## src/rtl/uart_tx_pkg.sv

```systemverilog
package uart_tx_pkg;
  typedef enum logic [1:0] {
    ST_IDLE = 2'd0,
    ST_BITS = 2'd1,
    ST_STOP = 2'd2
  } tx_state_e;

  localparam logic [1:0] PAR_ODD  = 2'b01;
  localparam logic [1:0] PAR_EVEN = 2'b10;

  localparam logic [1:0] STOP_ONE  = 2'b00;
  localparam logic [1:0] STOP_HALF = 2'b01;
endpackage

```

## src/rtl/uart_tx_hold.sv

```systemverilog
module uart_tx_hold #(
  parameter int DW = 9
) (
  input  logic          clk,
  input  logic          rst,
  input  logic          wr_valid,
  input  logic [DW-1:0] wr_data,
  input  logic          take,
  output logic          hold_full,
  output logic [DW-1:0] hold_data
);
  always_ff @(posedge clk) begin
    if (rst) begin
      hold_full <= 1'b0;
      hold_data <= '0;
    end else if (take) begin
      hold_full <= 1'b0;
    end else if (wr_valid && !hold_full) begin
      hold_full <= 1'b1;
      hold_data <= wr_data;
    end
  end

  // an occupied holding register keeps its character until it is taken
  a_r2_hold_refuses: assert property (@(posedge clk) disable iff (rst)
    (hold_full && !take) |=> (hold_full && $stable(hold_data)));
endmodule

```

## src/rtl/uart_tx_frame.sv

```systemverilog
module uart_tx_frame
  import uart_tx_pkg::*;
#(
  parameter int DMIN = 5,
  parameter int DMAX = 9,
  parameter int LW   = 3,
  parameter int FW   = DMAX + 2,
  parameter int BW   = $clog2(FW + 1)
) (
  input  logic [DMAX-1:0] data,
  input  logic [LW-1:0]   len_code,
  input  logic [1:0]      par_code,
  output logic [FW-1:0]   frame,
  output logic [BW-1:0]   nbits
);
  localparam int NCODES = DMAX - DMIN + 1;

  int   nd;
  logic par_on;
  logic p;

  always_comb begin
    nd     = (int'(len_code) >= NCODES) ? DMAX : DMIN + int'(len_code);
    par_on = (par_code == PAR_ODD) || (par_code == PAR_EVEN);
    frame  = '1;
    frame[0] = 1'b0;
    p = 1'b0;
    for (int i = 0; i < DMAX; i++) begin
      if (i < nd) begin
        frame[i+1] = data[i];
        p = p ^ data[i];
      end
    end
    if (par_on) frame[nd+1] = (par_code == PAR_ODD) ? ~p : p;
    nbits = BW'(1 + nd + (par_on ? 1 : 0));
  end
endmodule

```

## src/rtl/uart_tx_shift.sv

```systemverilog
module uart_tx_shift
  import uart_tx_pkg::*;
#(
  parameter int OSR = 16,
  parameter int FW  = 11,
  parameter int BW  = $clog2(FW + 1),
  parameter int SW  = $clog2(2 * OSR + 1)
) (
  input  logic          clk,
  input  logic          rst,
  input  logic          tick,
  input  logic          can_start,
  input  logic [FW-1:0] frame,
  input  logic [BW-1:0] nbits,
  input  logic [SW-1:0] stop_ticks,
  output logic          take,
  output logic          line,
  output logic          idle
);
  localparam int TW = $clog2(OSR);
  localparam logic [TW-1:0] TLAST = TW'(OSR - 1);

  tx_state_e     state;
  logic [FW-1:0] shreg;
  logic [TW-1:0] tcnt;
  logic [BW-1:0] bleft;
  logic [SW-1:0] scnt;

  assign take = tick && can_start &&
                ((state == ST_IDLE) || (state == ST_STOP && scnt == '0));
  assign line = (state == ST_BITS) ? shreg[0] : 1'b1;
  assign idle = (state == ST_IDLE);

  always_ff @(posedge clk) begin
    if (rst) begin
      state <= ST_IDLE;
      shreg <= '1;
      tcnt  <= '0;
      bleft <= '0;
      scnt  <= '0;
    end else if (take) begin
      state <= ST_BITS;
      shreg <= frame;
      bleft <= nbits;
      tcnt  <= '0;
      scnt  <= '0;
    end else if (tick) begin
      case (state)
        ST_BITS: begin
          if (tcnt == TLAST) begin
            tcnt  <= '0;
            shreg <= {1'b1, shreg[FW-1:1]};
            bleft <= bleft - 1'b1;
            if (bleft == BW'(1)) begin
              state <= ST_STOP;
              scnt  <= stop_ticks - 1'b1;
            end
          end else begin
            tcnt <= tcnt + 1'b1;
          end
        end
        ST_STOP: begin
          if (scnt == '0) state <= ST_IDLE;
          else            scnt  <= scnt - 1'b1;
        end
        default: state <= ST_IDLE;
      endcase
    end
  end

  // the bit on the line only moves at the end of a 16-tick span
  a_r10_bit_span: assert property (@(posedge clk) disable iff (rst)
    (state == ST_BITS && !(tick && tcnt == TLAST)) |=> $stable(shreg));
  // the stop counter never exceeds the two-bit stop length
  a_r6_stop_bound: assert property (@(posedge clk) disable iff (rst)
    (state == ST_STOP) |-> (int'(scnt) < 2 * OSR));
endmodule

```

## src/rtl/uart_tx_serializer.sv

```systemverilog
module uart_tx_serializer
  import uart_tx_pkg::*;
#(
  parameter int OSR  = 16,
  parameter int DMIN = 5,
  parameter int DMAX = 9,
  parameter int LW   = $clog2(DMAX - DMIN + 1)
) (
  input  logic            clk,
  input  logic            rst,
  input  logic            tick,
  input  logic            wr_valid,
  input  logic [DMAX-1:0] wr_data,
  output logic            wr_ready,
  input  logic [LW-1:0]   cfg_len,
  input  logic [1:0]      cfg_par,
  input  logic [1:0]      cfg_stop,
  input  logic            cfg_break,
  input  logic            flow_en,
  input  logic            cts,
  output logic            txd,
  output logic            tx_idle
);
  localparam int FW = DMAX + 2;
  localparam int BW = $clog2(FW + 1);
  localparam int SW = $clog2(2 * OSR + 1);

  logic            hold_full;
  logic [DMAX-1:0] hold_data;
  logic            take;
  logic [FW-1:0]   frame;
  logic [BW-1:0]   nbits;
  logic [SW-1:0]   stop_ticks;
  logic            line;
  logic            can_start;

  uart_tx_hold #(.DW(DMAX)) u_hold (
    .clk(clk), .rst(rst), .wr_valid(wr_valid), .wr_data(wr_data),
    .take(take), .hold_full(hold_full), .hold_data(hold_data)
  );

  uart_tx_frame #(.DMIN(DMIN), .DMAX(DMAX), .LW(LW), .FW(FW), .BW(BW)) u_frame (
    .data(hold_data), .len_code(cfg_len), .par_code(cfg_par),
    .frame(frame), .nbits(nbits)
  );

  always_comb begin
    case (cfg_stop)
      STOP_ONE:  stop_ticks = SW'(OSR);
      STOP_HALF: stop_ticks = SW'(OSR + OSR / 2);
      default:   stop_ticks = SW'(2 * OSR);
    endcase
  end

  assign can_start = hold_full && (!flow_en || cts);

  uart_tx_shift #(.OSR(OSR), .FW(FW), .BW(BW), .SW(SW)) u_shift (
    .clk(clk), .rst(rst), .tick(tick), .can_start(can_start),
    .frame(frame), .nbits(nbits), .stop_ticks(stop_ticks),
    .take(take), .line(line), .idle(tx_idle)
  );

  assign wr_ready = !hold_full;

  always_ff @(posedge clk) begin
    if (rst) txd <= 1'b1;
    else     txd <= cfg_break ? 1'b0 : line;
  end

  // a set break pulls the line low on the following clock
  a_r9_break_low: assert property (@(posedge clk) disable iff (rst)
    cfg_break |=> !txd);
  // no frame and no break means a high line
  a_r10_idle_high: assert property (@(posedge clk) disable iff (rst)
    (!cfg_break && tx_idle) |=> txd);
  // a frame only starts on a tick
  a_r3_start_on_tick: assert property (@(posedge clk) disable iff (rst)
    $fell(tx_idle) |-> $past(tick));
  // the engine only loads from an occupied holding register
  a_r7_take_needs_char: assert property (@(posedge clk) disable iff (rst)
    take |-> hold_full);
  // hold-off keeps an idle engine idle
  a_r8_cts_holds: assert property (@(posedge clk) disable iff (rst)
    (flow_en && !cts && tx_idle) |=> tx_idle);
endmodule

```

## config.mk

```make
export PLATFORM = sky130hd
export DESIGN_NAME = uart_tx_serializer
export DESIGN_NICKNAME = d
export VERILOG_FILES = /design/src/rtl/uart_tx_pkg.sv /design/src/rtl/uart_tx_hold.sv /design/src/rtl/uart_tx_frame.sv /design/src/rtl/uart_tx_shift.sv /design/src/rtl/uart_tx_serializer.sv
export SDC_FILE = /design/constraint.sdc
export NUM_CORES = 1
export LEC_CHECK = 0
export BUFFER_PORTS_ARGS = -buffer_cell sky130_fd_sc_hd__buf_2
export CAP_MARGIN = 20
export CELL_PAD_IN_SITES_DETAIL_PLACEMENT = 0
export CELL_PAD_IN_SITES_GLOBAL_PLACEMENT = 1
export CORE_UTILIZATION = 40
export CTS_CLUSTER_DIAMETER = 200
export DETAILED_ROUTE_END_ITERATION = 12
export PLACE_DENSITY_LB_ADDON = 0.1
export SLEW_MARGIN = 40
export SYNTH_ARGS = -nofsm -noshare
export SYNTH_HDL_FRONTEND = slang
export SYNTH_SLANG_ARGS = --single-unit
export TNS_END_PERCENT = 10
```

## constraint.sdc

```tcl
create_clock -name clk -period 6.95 [get_ports clk]
set_clock_uncertainty 0.2 [all_clocks]
set_input_delay 1.39 -clock clk [delete_from_list [all_inputs] [get_ports clk]]
set_output_delay 1.39 -clock clk [all_outputs]
set_load 0.05 [all_outputs]
```

==> flow_metrics.env, run 1 <==
export IMPL_synth_top_area_share_pct=27.65
export IMPL_cts_buffer_depth=2
export IMPL_netlist_instances=352
export IMPL_async_reset_ff_share_pct=0
export IMPL_worstSetupPathType="input port to flop"
export IMPL_routed_wl_mm=6.771
export IMPL_ant_nets=0
export IMPL_hold_class="flop to flop"
export IMPL_synth_nets=389
export IMPL_ys_seq_area_share_pct=27.65
export IMPL_grt_pass1_vias=2326
export IMPL_synth_distinct_cells=61
export IMPL_vias_per_cell=5.776
export IMPL_ys_warn_count=0
export IMPL_required_ps=6890
export IMPL_antenna_found_initial=0
export IMPL_grt_start_max_net_pins=33
export IMPL_hold_depth=2
export IMPL_core_sq_um=6495
export IMPL_die_h_um=84.94
export IMPL_worst_pin_slew_ps=627.4
export IMPL_fin_area_sq_um=2954
export IMPL_worstPathMaxFanout=9
export IMPL_grt_pass1_wl_mm=11.34
export IMPL_critPathCaptureType="flop"
export IMPL_timing_setup_tns_ps=0
export IMPL_synth_flop_cell="dfxtp_1"
export IMPL_crit_path_start_kind="input port"
export IMPL_syn_area_sq_um=2751
export IMPL_grt_overflow_total=0
export IMPL_dieArea_sq_um=7214
export IMPL_hold_viol_final=0
export IMPL_min_period_over_period_pct=65.43
export IMPL_area_growth_pct=7.367
export IMPL_ys_ff_latch=38
export IMPL_crit_arrival_ps=4480
export IMPL_pre_cts_ws_ps=2096
export IMPL_cts_tree="yes"
export IMPL_maxSlewHeadroom_pct=57.85
export IMPL_gp_congestion=0.8325
export IMPL_io_pins=26
export IMPL_worst_r2r_path_depth=8
export IMPL_fin_util_pct=45.48
export IMPL_grt_total_usage_pct=19.54
export IMPL_period_needed_ps=4548
export IMPL_die_w_um=84.94
export IMPL_crit_buf_inv=2
export IMPL_fin_ws_ps=2402
export IMPL_slowest_delay_ps=500
export IMPL_wl_per_cell_um=15.32
export IMPL_drv_cap=0
export IMPL_routed_via_count=2553
export IMPL_cts_repair_resized=0
export IMPL_peakVddDrop_mv=0.1048
export IMPL_post_synth_top_count_cell="nor2_1"
export IMPL_path_clk_slew_ps=80
export IMPL_synth_edff_count=0
export IMPL_dp_hpwl_mm=4.960
export IMPL_post_cts_buffers=0
export IMPL_clk_latency_ps=290
export IMPL_cp_depth=13
export IMPL_hold_slack_ps=267.5
export IMPL_rsz0062_at_grt="false"
export IMPL_slew_viol_final=0
export IMPL_cts_root_buf="clkbuf_8"
export IMPL_synthTopCellsByCount="nor2_1 (45), dfxtp_1 (38), nand2_1 (38), a21oi_1 (28), o21ai_0 (20)"
export IMPL_antenna_cells=0
export IMPL_path_cells="buf_2 > inv_1 > ha_1 > o31ai_1 > nor2b_1 > ha_1 > nand2b_1 > o31ai_1 > o21bai_2 > nor2_1 > a2111o_1 > a21oi_1 > a41oi_1"
export IMPL_cts_sinks=38
export IMPL_leakagePower_uw=0.001096
export IMPL_nets=402
export IMPL_drtPass1Iterations=4
export IMPL_rows=29
export IMPL_synth_top_cell_by_area="dfxtp_1"
export IMPL_port_buffers=25
export IMPL_setup_viol=0
export IMPL_status="completed"
export IMPL_rrSetupSlack_ps=4240
export IMPL_post_route_drc_count=0
export IMPL_drt_initial_drc_count=129
export IMPL_cpLargestDelayFamily="compound AO/OA/AOI/OAI gates"
export IMPL_drive_gt1_share_pct=13.15
export IMPL_cts_buffers=5
export IMPL_dpl_cell_area_sq_um=2873
export IMPL_htree_levels=2
export IMPL_holdBufCountCts=0
export IMPL_powerDensity_nw_per_um2=173.7
export IMPL_syn_avg_cell_area_sq_um=7.816
export IMPL_crit_slowest_cell="ha_1"
export IMPL_start_util_pct=42.36
export IMPL_fmax_ghz=0.2199
export IMPL_synthTopCellsByArea="dfxtp_1 (28%), ha_1 (6.4%), nor2_1 (6.1%)"
-- kinds of logic after synthesis --
kind of cell | share of synthesized area [%]
adder cells (fa/ha/maj) | 6.367
buffers and inverters | 5.684
AO/OA/AOI/OAI | 27.01
XOR/XNOR | 6.185
AND/OR/NAND/NOR | 25.97
flip-flops | 27.65
multiplexers | 1.137
-- worst reg2reg max path, cell delays in order, from the launching register on --
cell	delay [ps]
dfxtp_1	400
ha_1	230
nand3_1	120
nor4b_1	530
nor2b_1	210
o21a_1	350
a21bo_2	270
a22oi_1	180
a21oi_1	90
-- where the power goes --
part,switching [uW],total [uW],internal (uW)
Combinational,80.5,129,48.1
Sequential,9.25,236,227
Clock,80.6,148,67.4
Total,170,513,343
-- cell usage in the layout (no fill, tap or decap), types with 8 or more instances in the layout --
cell	instances
nand2_1	38
ha_1	14
o21ai_0	20
nor2_1	45
a211oi_1	8
nand3_1	8
buf_2	25
nor3_1	12
inv_1	11
dfxtp_1	38
a21oi_1	28
-- per-layer routing --
metal	vias up	GRT usage (%)	routed length [um]	share of wire, %
li1	1295	-	-	-
met1	1211	28.49	3584	53
met2	40	29.93	2932	43
met3	7	3.210	198	2.9
met4	0	4.931	55	0.81
met5	-	0	0	0
-- worst paths after layout --
path,startpoint,to
worst max-delay path,cfg_len[1],u_shift.shreg[6]$_SDFFE_PP1P_
worst min-delay path,u_shift.scnt[5]$_SDFFE_PP0P_,u_shift.scnt[5]$_SDFFE_PP0P_
worst max register to register,u_shift.tcnt[0]$_SDFFE_PP0P_,u_shift.scnt[4]$_SDFFE_PP0P_
worst min register to register,u_shift.scnt[5]$_SDFFE_PP0P_,u_shift.scnt[5]$_SDFFE_PP0P_
-- metrics by stage --
step / instances / power [uW]
2_1_floorplan: 352 / 337.2
3_3_place_gp: 435 / 369.3
3_5_place_dp: 435 / 370.0
4_1_cts: 442 / 516.4
5_1_grt: 442 / 540.7
6_report: 442 / 513.1
-- final cells by class --
class | count | area [sq um]
clock inverter | 2 | 10.01
sequential | 38 | 760.7
fill | 689 | 3541
timing repair buffer | 27 | 140.1
inverter | 11 | 41.29
multi-input combinational | 282 | 1837
clock buffer | 5 | 68.82
tap | 77 | 96.34
-- flip-flops by register name, indices dropped and copies added, names as in the netlist --
signal,cells
u_shift.state,2
u_shift.scnt,6
u_hold.hold_data,9
u_shift.tcnt,4
txd,1
u_hold.hold_full,1
u_shift.bleft,4
u_shift.shreg,11
No activity file was read; power rests on OpenSTA's default activity.
==> run 2, diff against run 1 <==
- clock period: 6.95 -> 4 ns (I/O delays scaled with it)
==> run 2 against run 1 <==
Combinational power is 84% higher. Final area up 2.8%. Non-clock buffer count up 9. Register-to-register slack worse by 3000 ps. Largest cell class unchanged. Highest routed layer unchanged. Clock-buffer cell count is 1 higher.
==> flow_metrics.env, run 2 (synthesis results as in run 1) <==
export IMPL_fin_cells=452
export IMPL_worst_pin_slew_ps=649.7
export IMPL_drtPass1Iterations=4
export IMPL_setup_viol=0
export IMPL_antenna_found_initial=0
export IMPL_period_needed_ps=3386
export IMPL_peakVddDrop_mv=0.1683
export IMPL_p_int_uw=628.5
export IMPL_switching_power_uw=301.3
export IMPL_dieArea_sq_um=7214
export IMPL_dpl_cell_area_sq_um=2940
export IMPL_antenna_cells=0
export IMPL_die_h_um=84.94
export IMPL_post_route_drc_count=0
export IMPL_port_buffers=25
export IMPL_path_clk_slew_ps=80
export IMPL_status="completed"
export IMPL_grt_start_max_net_pins=33
export IMPL_htree_levels=2
export IMPL_io_pins=26
export IMPL_p_seq_share_pct=44.2
export IMPL_fmax_ghz=0.2953
export IMPL_crit_path_start_kind="input port"
export IMPL_routed_via_count=2571
export IMPL_routed_wl_mm=6.930
export IMPL_cts_tree="yes"
export IMPL_fin_area_sq_um=3038
export IMPL_worst_r2r_path_depth=8
export IMPL_rsz0062_at_grt="false"
export IMPL_timing_setup_tns_ps=0
export IMPL_grt_pass1_wl_mm=11.67
export IMPL_dp_hpwl_mm=5.117
export IMPL_rrSetupSlack_ps=1220
export IMPL_grt_total_usage_pct=20.26
export IMPL_wl_per_cell_um=15.33
export IMPL_largest_reg_flops=11
export IMPL_grt_pass1_vias=2384
export IMPL_p_clk_share_pct=30.4
export IMPL_post_cts_buffers=0
export IMPL_cts_buffers=5
export IMPL_required_ps=3940
export IMPL_drv_cap=0
export IMPL_hold_class="flop to flop"
export IMPL_cts_root_buf="clkbuf_8"
export IMPL_cts_buffer_depth=2
export IMPL_maxSlewHeadroom_pct=56.08
export IMPL_die_w_um=84.94
export IMPL_fin_util_pct=46.77
export IMPL_drive_gt1_share_pct=15.47
export IMPL_clk_latency_ps=290
export IMPL_powerDensity_nw_per_um2=306.1
export IMPL_holdPathEnd="u_shift.scnt[5]$_SDFFE_PP0P_"
export IMPL_grt_overflow_total=0
export IMPL_start_util_pct=42.36
export IMPL_crit_arrival_ps=3330
export IMPL_hold_viol_final=0
export IMPL_slew_viol_final=0
export IMPL_dp_cells=444
export IMPL_nets=411
export IMPL_worstSetupPathType="input port to flop"
export IMPL_core_sq_um=6495
export IMPL_cts_repair_resized=0
export IMPL_hold_depth=2
export IMPL_hold_slack_ps=267.2
export IMPL_holdBufCountCts=0
export IMPL_cts_sinks=38
export IMPL_mostFrequentLayoutCell="nor2_1"
export IMPL_reg2reg_to="u_shift.scnt[4]$_SDFFE_PP0P_"
export IMPL_vias_per_cell=5.688
export IMPL_min_period_over_period_pct=84.65
export IMPL_area_growth_pct=10.41
export IMPL_rows=29
export IMPL_nFillCells=659
export IMPL_largest_registers="u_shift.shreg: 11 flops, u_hold.hold_data: 9 flops, u_shift.scnt: 6 flops"
export IMPL_swShare_pct=32.40
export IMPL_pwr_share_comb_pct=25.4
export IMPL_critPathCaptureType="flop"
export IMPL_worstHoldStart="u_shift.scnt[5]$_SDFFE_PP0P_"
export IMPL_reg2reg_from="u_shift.tcnt[0]$_SDFFE_PP0P_"
export IMPL_gp_congestion=0.8225
export IMPL_regMostFlops="u_shift.shreg"
export IMPL_most_common_layout_cells="nor2_1 (45), nand2_1 (38), dfxtp_1 (38)"
export IMPL_leakagePower_uw=0.001145
export IMPL_drt_initial_drc_count=118
export IMPL_ant_nets=0
export IMPL_worstPathMaxFanout=10
-- run 2: cell types whose count changed in the layout (fill, tap and decap cells not counted) --
cell / delta
clkbuf_8: +1
clkinvlp_4: +1
clkinv_2: -1
buf_4: +9
-- run 2: stage by stage --
step	setup slack, ps	total power [uW]
6_report	613.8	929.8
5_1_grt	361.6	991.2
4_1_cts	624.0	942.3
3_5_place_dp	322.2	655.3
3_3_place_gp	379.9	655.9
2_1_floorplan	380.8	585.8
-- run 2: how the worst max path moves through the flow --
stage	start	end	slack, ps	depth (start not counted)
after detailed placement	cfg_len[0]	u_shift.shreg[6]$_SDFFE_PP1P_	320	13
final	cfg_len[0]	u_shift.shreg[5]$_SDFFE_PP1P_	610	13
after CTS	cfg_len[0]	u_shift.shreg[5]$_SDFFE_PP1P_	620	13
after floorplan	cfg_len[1]	u_shift.shreg[7]$_SDFFE_PP1P_	380	14
after global placement	cfg_len[0]	u_shift.shreg[2]$_SDFFE_PP1P_	380	13
after global routing	cfg_len[1]	u_shift.shreg[0]$_SDFFE_PP1P_	360	14
-- run 2: power by group through the flow --
stage	Clock (uW)	Combinational, uW	Sequential (uW)
5_1_grt	317	260	414
6_report	282	237	411
4_1_cts	295	237	411
2_1_floorplan	0	171	415
3_5_place_dp	0	236	420
3_3_place_gp	0	236	420
-- run 2: final cells by class --
type | count | area [sq um] | share of cell area [%]
clock buffers | 6 | 82.58 | 2.718
repair buffers | 36 | 207.7 | 6.837
multi-input cells | 282 | 1837 | 60.46
inverters | 11 | 41.29 | 1.359
well taps | 77 | 96.34 | 3.171
flip-flops and latches | 38 | 760.7 | 25.04
clock inverters | 2 | 12.51 | 0.4119
-- run 2: critical path: stages --
cell and delay (ps):
buf_2 110, ha_1 230, o31ai_1 220, nor2b_1 320, inv_1 110, ha_1 310, o311ai_1 150, nand4_1 210
xor2_1 280, xnor2_2 150, xnor2_2 120, buf_4 190, a41oi_1 110
-- run 2: routing by layer --
metal | vias to the layer above | GRT usage [%] | wire [um]
li1 | 1318 | - | -
met1 | 1206 | 29.51 | 3625
met2 | 45 | 31.04 | 3039
met3 | 2 | 4.377 | 246
met4 | 0 | 3.544 | 19
met5 | - | 0 | 0
